--- config.mk ---
export PLATFORM = sky130hd
export DESIGN_NAME = bcd_xs3_serial
export DESIGN_NICKNAME = d
export VERILOG_FILES = /design/src/rtl/xs3_pkg.sv /design/src/rtl/xs3_next_state.sv /design/src/rtl/xs3_out_logic.sv /design/src/rtl/bcd_xs3_serial.sv
export SDC_FILE = /design/constraint.sdc
export NUM_CORES = 1
export LEC_CHECK = 0
export ABC_AREA = 1
export BUFFER_PORTS_ARGS = -buffer_cell sky130_fd_sc_hd__buf_2
export CORE_AREA = 2 2 39 41
export CTS_CLUSTER_DIAMETER = 120
export DETAILED_ROUTE_END_ITERATION = 16
export DIE_AREA = 0 0 41 43
export SLEW_MARGIN = 20
export SYNTH_ARGS = -nofsm -noshare
export SYNTH_HDL_FRONTEND = slang
export SYNTH_SLANG_ARGS = --single-unit
--- constraint.sdc ---
create_clock -name clk -period 1.9 [get_ports clk]
set_clock_uncertainty 0.2 [all_clocks]
set_input_delay 0.38 -clock clk [delete_from_list [all_inputs] [get_ports clk]]
set_output_delay 0.38 -clock clk [all_outputs]
set_load 0.05 [all_outputs]
--- src/rtl/xs3_pkg.sv ---
package xs3_pkg;

    typedef enum logic [2:0] {
        ST_B0    = 3'd0,
        ST_B1_C0 = 3'd1,
        ST_B1_C1 = 3'd2,
        ST_B2_C0 = 3'd3,
        ST_B2_C1 = 3'd4,
        ST_B3_C0 = 3'd5,
        ST_B3_C1 = 3'd6
    } xs3_state_e;

    localparam int DIGIT_W = 4;
    localparam int POS_W   = $clog2(DIGIT_W);

    function automatic logic maj3(input logic a, input logic b, input logic c);
        return (a & b) | (a & c) | (b & c);
    endfunction

endpackage

--- src/rtl/xs3_next_state.sv ---
module xs3_next_state
    import xs3_pkg::*;
#(
    parameter logic [DIGIT_W-1:0] ADDEND = 4'b0011
) (
    input  xs3_state_e state,
    input  logic       in_valid,
    input  logic       in_bit,
    output xs3_state_e state_nxt
);

    logic cy;

    always_comb begin
        state_nxt = state;
        cy        = 1'b0;
        if (in_valid) begin
            unique case (state)
                ST_B0: begin
                    cy        = maj3(in_bit, ADDEND[0], 1'b0);
                    state_nxt = cy ? ST_B1_C1 : ST_B1_C0;
                end
                ST_B1_C0: begin
                    cy        = maj3(in_bit, ADDEND[1], 1'b0);
                    state_nxt = cy ? ST_B2_C1 : ST_B2_C0;
                end
                ST_B1_C1: begin
                    cy        = maj3(in_bit, ADDEND[1], 1'b1);
                    state_nxt = cy ? ST_B2_C1 : ST_B2_C0;
                end
                ST_B2_C0: begin
                    cy        = maj3(in_bit, ADDEND[2], 1'b0);
                    state_nxt = cy ? ST_B3_C1 : ST_B3_C0;
                end
                ST_B2_C1: begin
                    cy        = maj3(in_bit, ADDEND[2], 1'b1);
                    state_nxt = cy ? ST_B3_C1 : ST_B3_C0;
                end
                ST_B3_C0, ST_B3_C1: begin
                    state_nxt = ST_B0;
                end
                default: begin
                    state_nxt = ST_B0;
                end
            endcase
        end
    end

endmodule

--- src/rtl/xs3_out_logic.sv ---
module xs3_out_logic
    import xs3_pkg::*;
#(
    parameter logic [DIGIT_W-1:0] ADDEND = 4'b0011
) (
    input  xs3_state_e state,
    input  logic       in_bit,
    output logic       out_bit
);

    logic k_bit;
    logic c_bit;

    always_comb begin
        unique case (state)
            ST_B0:    begin k_bit = ADDEND[0]; c_bit = 1'b0; end
            ST_B1_C0: begin k_bit = ADDEND[1]; c_bit = 1'b0; end
            ST_B1_C1: begin k_bit = ADDEND[1]; c_bit = 1'b1; end
            ST_B2_C0: begin k_bit = ADDEND[2]; c_bit = 1'b0; end
            ST_B2_C1: begin k_bit = ADDEND[2]; c_bit = 1'b1; end
            ST_B3_C0: begin k_bit = ADDEND[3]; c_bit = 1'b0; end
            ST_B3_C1: begin k_bit = ADDEND[3]; c_bit = 1'b1; end
            default:  begin k_bit = ADDEND[0]; c_bit = 1'b0; end
        endcase
        out_bit = in_bit ^ k_bit ^ c_bit;
    end

endmodule

--- src/rtl/bcd_xs3_serial.sv ---
module bcd_xs3_serial
    import xs3_pkg::*;
#(
    parameter logic [DIGIT_W-1:0] ADDEND = 4'b0011
) (
    input  logic clk,
    input  logic rst_n,
    input  logic in_valid,
    input  logic in_bit,
    output logic out_bit
);

    xs3_state_e state_q;
    xs3_state_e state_d;

    xs3_next_state #(.ADDEND(ADDEND)) i_next (
        .state     (state_q),
        .in_valid  (in_valid),
        .in_bit    (in_bit),
        .state_nxt (state_d)
    );

    xs3_out_logic #(.ADDEND(ADDEND)) i_out (
        .state   (state_q),
        .in_bit  (in_bit),
        .out_bit (out_bit)
    );

    always_ff @(posedge clk or negedge rst_n) begin
        if (!rst_n) begin
            state_q <= ST_B0;
        end else begin
            state_q <= state_d;
        end
    end

endmodule

==> results of run 1 <==
## path summary, 6_finish.rpt
check                                            start                      to  slack [ns]  cells past startpoint
worst max-delay path            state_q[1]$_DFFE_PN0P_                 out_bit        0.12                      6
worst min-delay path                          in_valid  state_q[1]$_DFFE_PN0P_        0.19                      3
worst max register to register  state_q[1]$_DFFE_PN0P_  state_q[0]$_DFFE_PN0P_        0.80                      3
worst min register to register  state_q[2]$_DFFE_PN0P_  state_q[2]$_DFFE_PN0P_        0.36                      2
max in group asynchronous                        rst_n  state_q[2]$_DFFE_PN0P_        1.12                      2
min in group asynchronous                        rst_n  state_q[0]$_DFFE_PN0P_        0.27                      2
## cell families (layout without fill, tap and decap cells)
group / Yosys count / after routing
AOI/OAI and AO/OA: 2 / 2
and+or+nand+nor: 23 / 23
buffers and inverters: 5 / 14
DFF: 3 / 3
## report_power, final
part           leakage [nW]  internal, mW  switching [mW]
sequential           0.0368        0.0949          0.0381
combinational         0.106        0.0731           0.137
clock                0.0150        0.0786          0.0315
total                 0.158         0.247           0.207
## worst max-delay path, stage by stage (launching register included)
cell     delay [ns]
dfrtp_1        0.41
nor2_2         0.16
inv_1          0.07
nand2_1        0.06
nand2_1        0.04
nand2_1        0.05
buf_4          0.19
## final cells by class
type,instances,area share
tap,16,0.0727
sequential,3,0.273
clock buffer,4,0.0955
timing repair buffer,5,0.118
inverter,5,0.0682
multi-input combinational,25,0.373
## metrics by stage
stage          area [um2]  power, mW  std cells  hold WS (ns)
2_1_floorplan         194      0.284         33        -0.116
4_1_cts               270      0.449         58         0.186
3_5_place_dp          234      0.331         53       -0.0224
6_report              275      0.453         58         0.191
3_3_place_gp          234      0.323         53       -0.0244
5_1_grt               275      0.500         58         0.231
## layout by cell type (no fill, tap or decap)
cell,n
dfrtp_1,3
dlygate4sd3_1,1
nor2_2,1
inv_1,5
buf_4,1
clkbuf_1,1
nand2_1,15
nor2_1,4
buf_2,3
clkbuf_4,3
o21ai_0,2
nand3_1,3
## metal layers
layer  global-route usage  up-vias
li1                     -      117
met1               0.0779       94
met2               0.0719        5
met3               0.0314        0
met4               0.0800        0
met5                    0        -
## repair_timing
| action | 4_1_cts | 5_1_grt |
|---|---|---|
| hold endpoints to repair | 3 | 0 |
| hold buffers | 1 | 0 |
| endpoints found under the setup margin | 0 | 1 |
| gates resized for setup | 0 | 3 |
==> summary.txt, run 1 <==
Run status
  – Status: completed

Clock network
  – Root buffer selected by CTS: clkbuf_4
  – Total CTS buffers: 3
  – Clk sink count: 3
  – Register clock-pin slew on the reported worst setup and hold paths: 0.04 ns
  – Number of H-tree levels: 1
  – Clock tree from TritonCTS: yes
  – Clock latency on the worst-skew pair: 0.23 ns
  – Clock Path Buffers: 2
  – Post-CTS setup-driven buffer insertion count: 0

STA
  – Final Hold Viols: 0
  – Final setup violation count: 0
  – Slew at the pin with the worst max-slew slack: 0.238 ns
  – Final setup slack of the worst path: 0.115 ns
  – Crit share post-route: 0.939
  – Number of max-slew violations in the final report: 0
  – RSZ-0062 raised after global routing: no
  – Slew headroom: 0.840
  – Final TNS setup: 0 ns
  – Upper clock frequency limit: 0.560 GHz
  – Minimum clock period after layout: 1.78 ns

GRT
  – Number of global-route vias before repair: 201
  – All-Layer GR Usage: 0.0655
  – Largest net degree at the start of global routing: 7
  – Initial antenna violation count: 0
  – Final global-route overflow total: 0
  – First-pass GRT wire length: 696 um

Synthesis
  – Share of Yosys cell area claimed by the top area cell type: 0.387
  – Most area-hungry cell type in the Yosys netlist: dfrtp_1
  – Share of the synthesized netlist area taken by xor and xnor gates: 0
  – Most area-consuming cells after synthesis: dfrtp_1 (39%), nand2_1 (29%), inv_1 (9.7%)
  – Proportion of synthesized chip area in sequential cells: 0.387
  – Commonest cells post-synth: nand2_1 (15), inv_1 (5), nor2_1 (5), dfrtp_1 (3), nand3_1 (3)
  – Synthesized cell area: 194 um2
  – Number of cells produced by synthesis: 33
  – Synthesized area per cell: 5.88 um2
  – Number of flops mapped to enable cells by yosys: 0
  – Flops & latches, synth: 3
  – Asr flop ratio synth: 1.00
  – Number of warnings issued by yosys: 0
  – Fraction of the mapped netlist area in simple logic gates: 0.465
  – Compound-gate portion of the synthesized area: 0.0516
  – Most frequent cell after synthesis: nand2_1
  – Yosys cell types: 6
  – Mux cell area share after synthesis: 0
  – Main combinational cell family by area after synthesis: simple AND/OR/NAND/NOR gates
  – Adder and majority cell fraction of the synthesized area: 0
  – Synthesized net count: 37
  – Most used flip-flop cell after synthesis: dfrtp_1

Detailed routing
  – Routed met3 length: 21 um
  – Number of iterations in the first detailed-routing pass: 2
  – Via count: 216
  – DRC violation count after routing: 0
  – Mean routed wirelength per cell: 6.69 um
  – Wire length on met2: 159 um
  – Met1 layer wirelength in the final routing: 207 um
  – Total detailed-routing wirelength: 388 um
  – Vias per Instance: 3.72
  – Number of antenna-violating nets in the routed design: 0
  – Violation count after the first detailed-route iteration: 6
  – Uppermost metal layer occupied by signal nets: met3

Final layout
  – Proportion of layout cells with a drive suffix above 1: 0.190
  – Sequential cell area: 75.1 um2
  – Fill count: 148
  – Antenna diodes: 0
  – Max FFs per register: 3
  – Final #Nets: 47
  – Multi-input gate area: 103 um2
  – Registers with the most flip-flops: state_q: 3 flops
  – Layout Utilization: 0.199
  – Register containing the most flip-flops in the final layout: state_q
  – Area grow syn2layout: 41.9%

Floorplan
  – Io pins: 5
  – Number of rows in the core area: 14
  – Die height: 43 um
  – X dimension of the die: 41 um
  – Die area: 1760 um2
  – Initial core utilization: 0.140
  – Core area: 1380 um2

Setup path
  – Data arrival at the endpoint of the critical path: 1.20 ns
  – Kind of capture point of the worst setup path: output pin
  – Required time of the worst setup path: 1.32 ns
  – CP max FO: 5
  – Startpoint type of the worst setup path: flip-flop
  – Worst setup path category: reg2out

Placement
  – Port Buf Inserts: 4
  – Post-DP HPWL: 299 um
  – Worst Setup Slack post-DPL: 0.259 ns
  – Placer Congestion: 0.661

Pwr
  – Areal power density over the cells: 1650 nW/um2
  – Worst VDD drop: 0.602 mV
  – Leakage power: 0.158 nW

Run
  – Count of max-cap constraint violations: 0

Hold path
  – Worst min path class: in2reg
Note: power is estimated with default switching activity, not from simulation.
==> run 2: changes to the inputs <==
--- a/config.mk
+++ b/config.mk
@@ -5,12 +5,12 @@
 export SDC_FILE = /design/constraint.sdc
 export NUM_CORES = 1
 export LEC_CHECK = 0
-export ABC_AREA = 1
 export BUFFER_PORTS_ARGS = -buffer_cell sky130_fd_sc_hd__buf_2
 export CORE_AREA = 2 2 39 41
 export CTS_CLUSTER_DIAMETER = 120
 export DETAILED_ROUTE_END_ITERATION = 16
 export DIE_AREA = 0 0 41 43
+export RECOVER_POWER = 100
 export SLEW_MARGIN = 20
 export SYNTH_ARGS = -nofsm -noshare
 export SYNTH_HDL_FRONTEND = slang
==> summary.txt, run 2 <==
GRT
  – M1 GR Usage: 0.0550 (was 0.0779)
  – Met2 layer usage reported by global route: 0.0719 (unchanged)
  – Number of global-route vias before repair: 158 (was 201)
  – First-pass GRT wire length: 627 um (was 696 um)
  – Largest net degree at the start of global routing: 7 (unchanged)
  – Global route hottest layer: met4 (unchanged)
  – Initial antenna violation count: 0 (unchanged)
  – GR Layer Usage met3: 0.0471 (was 0.0314)
  – Final global-route overflow total: 0 (unchanged)
  – All-Layer GR Usage: 0.0614 (was 0.0655)

STA
  – Final Hold Viols: 0 (unchanged)
  – Minimum clock period after layout: 1.85 ns (was 1.78 ns)
  – Worst hold slack across all endpoints: 0.191 ns (about the same)
  – Crit share post-route: 0.976 (was 0.939)
  – Final TNS setup: 0 ns (unchanged)
  – Slew headroom: 0.867 (was 0.840)
  – Final setup violation count: 0 (unchanged)
  – Upper clock frequency limit: 0.539 GHz (was 0.560 GHz)
  – Number of max-slew violations in the final report: 0 (unchanged)
  – Slew at the pin with the worst max-slew slack: 0.195 ns (was 0.238 ns)
  – RSZ-0062 raised after global routing: yes (was no)
  – Final setup slack of the worst path: 0.0460 ns (was 0.115 ns)

Synthesis
  – Most area-hungry cell type in the Yosys netlist: dfrtp_1 (unchanged)
  – Share of Yosys cell area claimed by the top area cell type: 0.435 (was 0.387)
  – Most used flip-flop cell after synthesis: dfrtp_1 (unchanged)
  – Yosys cell types: 12 (was 6)
  – Flops & latches, synth: 3 (unchanged)
  – Compound-gate portion of the synthesized area: 0.268 (was 0.0516)
  – Synthesized net count: 24 (was 37)
  – Number of warnings issued by yosys: 0 (unchanged)
  – Number of cells produced by synthesis: 20 (was 33)
  – Fraction of the mapped netlist area in simple logic gates: 0.145 (was 0.465)
  – Main combinational cell family by area after synthesis: compound AO/OA/AOI/OAI gates (was simple AND/OR/NAND/NOR gates)
  – Adder and majority cell fraction of the synthesized area: 0 (unchanged)
  – Most frequent cell after synthesis: o21ai_0 (was nand2_1)
  – Share of the synthesized netlist area taken by xor and xnor gates: 0.0507 (was 0)
  – Synthesized area per cell: 8.63 um2 (was 5.88 um2)
  – Number of flops mapped to enable cells by yosys: 0 (unchanged)
  – Most area-consuming cells after synthesis: dfrtp_1 (43%), o21ai_0 (12%), nand2_1 (6.5%) (was dfrtp_1 (39%), nand2_1 (29%), inv_1 (9.7%))
  – Synthesized cell area: 173 um2 (was 194 um2)
  – Mux cell area share after synthesis: 0.0580 (was 0)
  – Commonest cells post-synth: o21ai_0 (4), dfrtp_1 (3), nand2_1 (3), a21oi_1 (2) (was nand2_1 (15), inv_1 (5), nor2_1 (5), dfrtp_1 (3), nand3_1 (3))
  – Proportion of synthesized chip area in sequential cells: 0.435 (was 0.387)
  – Asr flop ratio synth: 1.00 (unchanged)

Floorplan
  – Number of rows in the core area: 14 (unchanged)
  – Io pins: 5 (unchanged)
  – Core area: 1380 um2 (unchanged)
  – Die area: 1760 um2 (unchanged)
  – X dimension of the die: 41 um (unchanged)
  – Die height: 43 um (unchanged)
  – Initial core utilization: 0.125 (was 0.140)

Pwr
  – Final Power: 0.477 mW (was 0.453 mW)
  – Worst VDD drop: 0.335 mV (was 0.602 mV)
  – Switching pwr: 0.194 mW (was 0.207 mW)
  – Clock group share of total power: 0.235 (was 0.243)
  – Leakage power: 0.119 nW (was 0.158 nW)
  – Areal power density over the cells: 1750 nW/um2 (was 1650 nW/um2)
  – Combinational cell fraction of total power: 0.490 (was 0.464)
  – Internal power contribution: 0.283 mW (was 0.247 mW)
  – Switching power share of the total: 0.407 (was 0.456)
  – Sequential power share: 0.275 (was 0.293)

Final layout
  – Fill count: 159 (was 148)
  – Register containing the most flip-flops in the final layout: state_q (unchanged)
  – Final standard cell area without fillers: 273 um2 (was 275 um2)
  – Max FFs per register: 3 (unchanged)
  – Final #Nets: 35 (was 47)
  – Antenna diodes: 0 (unchanged)
  – Most common library cell in the layout ignoring fill and taps: o21ai_0 (was nand2_1)
  – Registers with the most flip-flops: state_q: 3 flops (unchanged)
  – Area grow syn2layout: 58.0% (was 41.9%)
  – Proportion of layout cells with a drive suffix above 1: 0.367 (was 0.190)
  – Highest-count cells in the layout ignoring fill and taps: o21ai_0 (4), nand2_1 (3), clkbuf_4 (3), dfrtp_1 (3) (was nand2_1 (15), inv_1 (5), nor2_1 (4))

Detailed routing
  – DRC violation count after routing: 0 (unchanged)
  – Violation count after the first detailed-route iteration: 3 (was 6)
  – Via count: 170 (was 216)
  – Number of antenna-violating nets in the routed design: 0 (unchanged)
  – Total detailed-routing wirelength: 366 um (was 388 um)
  – Number of iterations in the first detailed-routing pass: 2 (unchanged)
  – Mean routed wirelength per cell: 7.96 um (was 6.69 um)
  – Vias per Instance: 3.70 (was 3.72)

Clock network
  – Number of H-tree levels: 1 (unchanged)
  – Root buffer selected by CTS: clkbuf_4 (unchanged)
  – Total CTS buffers: 3 (unchanged)
  – Clock Path Buffers: 2 (unchanged)
  – Clk sink count: 3 (unchanged)
  – Clock tree from TritonCTS: yes (unchanged)
  – Clock latency on the worst-skew pair: 0.23 ns (about the same)
  – Register clock-pin slew on the reported worst setup and hold paths: 0.04 ns (about the same)

Setup path
  – Required time of the worst setup path: 1.32 ns (about the same)
  – Data arrival at the endpoint of the critical path: 1.27 ns (was 1.20 ns)
  – Kind of capture point of the worst setup path: output pin (unchanged)
  – Startpoint type of the worst setup path: flip-flop (unchanged)
  – CP max FO: 4 (was 5)
  – Worst setup path category: reg2out (unchanged)

Placement
  – Instance area after placement: 220 um2 (was 234 um2)
  – Placer Congestion: 0.668 (was 0.661)
  – Port Buf Inserts: 4 (unchanged)
  – Worst Setup Slack post-DPL: 0.162 ns (was 0.259 ns)
  – Post-DP HPWL: 264 um (was 299 um)

Run
  – Count of max-cap constraint violations: 0 (unchanged)

Run status
  – Status: completed (unchanged)

Hold path
  – Worst min path class: in2reg (unchanged)
==> run 2: changes by cell type in the layout (fill, tap and decap cells not counted), moves of 2 or more <==
cell,before,now
nor2_1,4,0
nand2_1,15,3
nand3_1,3,0
inv_1,5,1
a21oi_1,0,2
o21ai_0,2,4
==> run 2: final timing paths <==
| check | from | endpoint | slack [ns] | depth (start not counted) |
|---|---|---|---|---|
| max | state_q[1]$_DFFE_PN0P_ | out_bit | 0.05 | 4 |
| min | in_valid | state_q[0]$_DFFE_PN0P_ | 0.19 | 2 |
| min in group asynchronous | rst_n | state_q[0]$_DFFE_PN0P_ | 0.28 | 2 |
| max in group asynchronous | rst_n | state_q[1]$_DFFE_PN0P_ | 1.06 | 2 |
| max reg2reg | state_q[0]$_DFFE_PN0P_ | state_q[1]$_DFFE_PN0P_ | 0.75 | 3 |
| min reg2reg | state_q[2]$_DFFE_PN0P_ | state_q[2]$_DFFE_PN0P_ | 0.38 | 2 |
==> run 2: through the flow <==
step | util | std cells
after CTS | 0.193 | 45
after detailed placement | 0.159 | 40
final | 0.197 | 46
after global placement | 0.159 | 40
after global routing | 0.197 | 46
after floorplan | - | 20
==> run 2: timing repair <==
item                                   in CTS  in global routing
resized for setup                           3                  0
hold buffers                                1                  0
setup endpoints to repair                   1                  1
buffers inserted                            0                  1
endpoints found under the hold margin       3                  0
==> run 2: area by class of cell <==
| cell class | count | area, um2 | area share |
|---|---|---|---|
| Timing Repair Buffer | 6 | 42.5 | 0.156 |
| Tap cell | 16 | 20.0 | 0.0734 |
| Clock buffer | 4 | 26.3 | 0.0963 |
| Inverter | 2 | 7.51 | 0.0275 |
| Multi-Input combinational cell | 15 | 101 | 0.372 |
| Sequential cell | 3 | 75.1 | 0.275 |
==> run 2: power groups by stage <==
stage	logic, mW	registers (mW)	clock network [mW]
after global placement	0.187	0.129	0
after detailed placement	0.190	0.131	0
after CTS	0.224	0.131	0.119
final	0.234	0.131	0.112
after global routing	0.251	0.136	0.134
after floorplan	0.158	0.121	0
==> run 2: routing by layer <==
layer  part of all wire  up-vias
li1                   -       88
met1               0.44       79
met2               0.53        3
met3              0.033        0
met4                  0        0
met5                  0        -
==> run 2: critical path, stage by stage, from the launching register on <==
cell and delay [ns]:
dfrtp_1 0.40, inv_2 0.09, mux2i_2 0.24, xnor2_2 0.14
buf_6 0.17
==> run 2: logic make-up after synthesis <==
group,Yosys count
AOI/OAI and AO/OA,8
xor gates and xnor gates,1
buffers and inverters,2
DFF,3
muxes,1
and+or+nand+nor,5
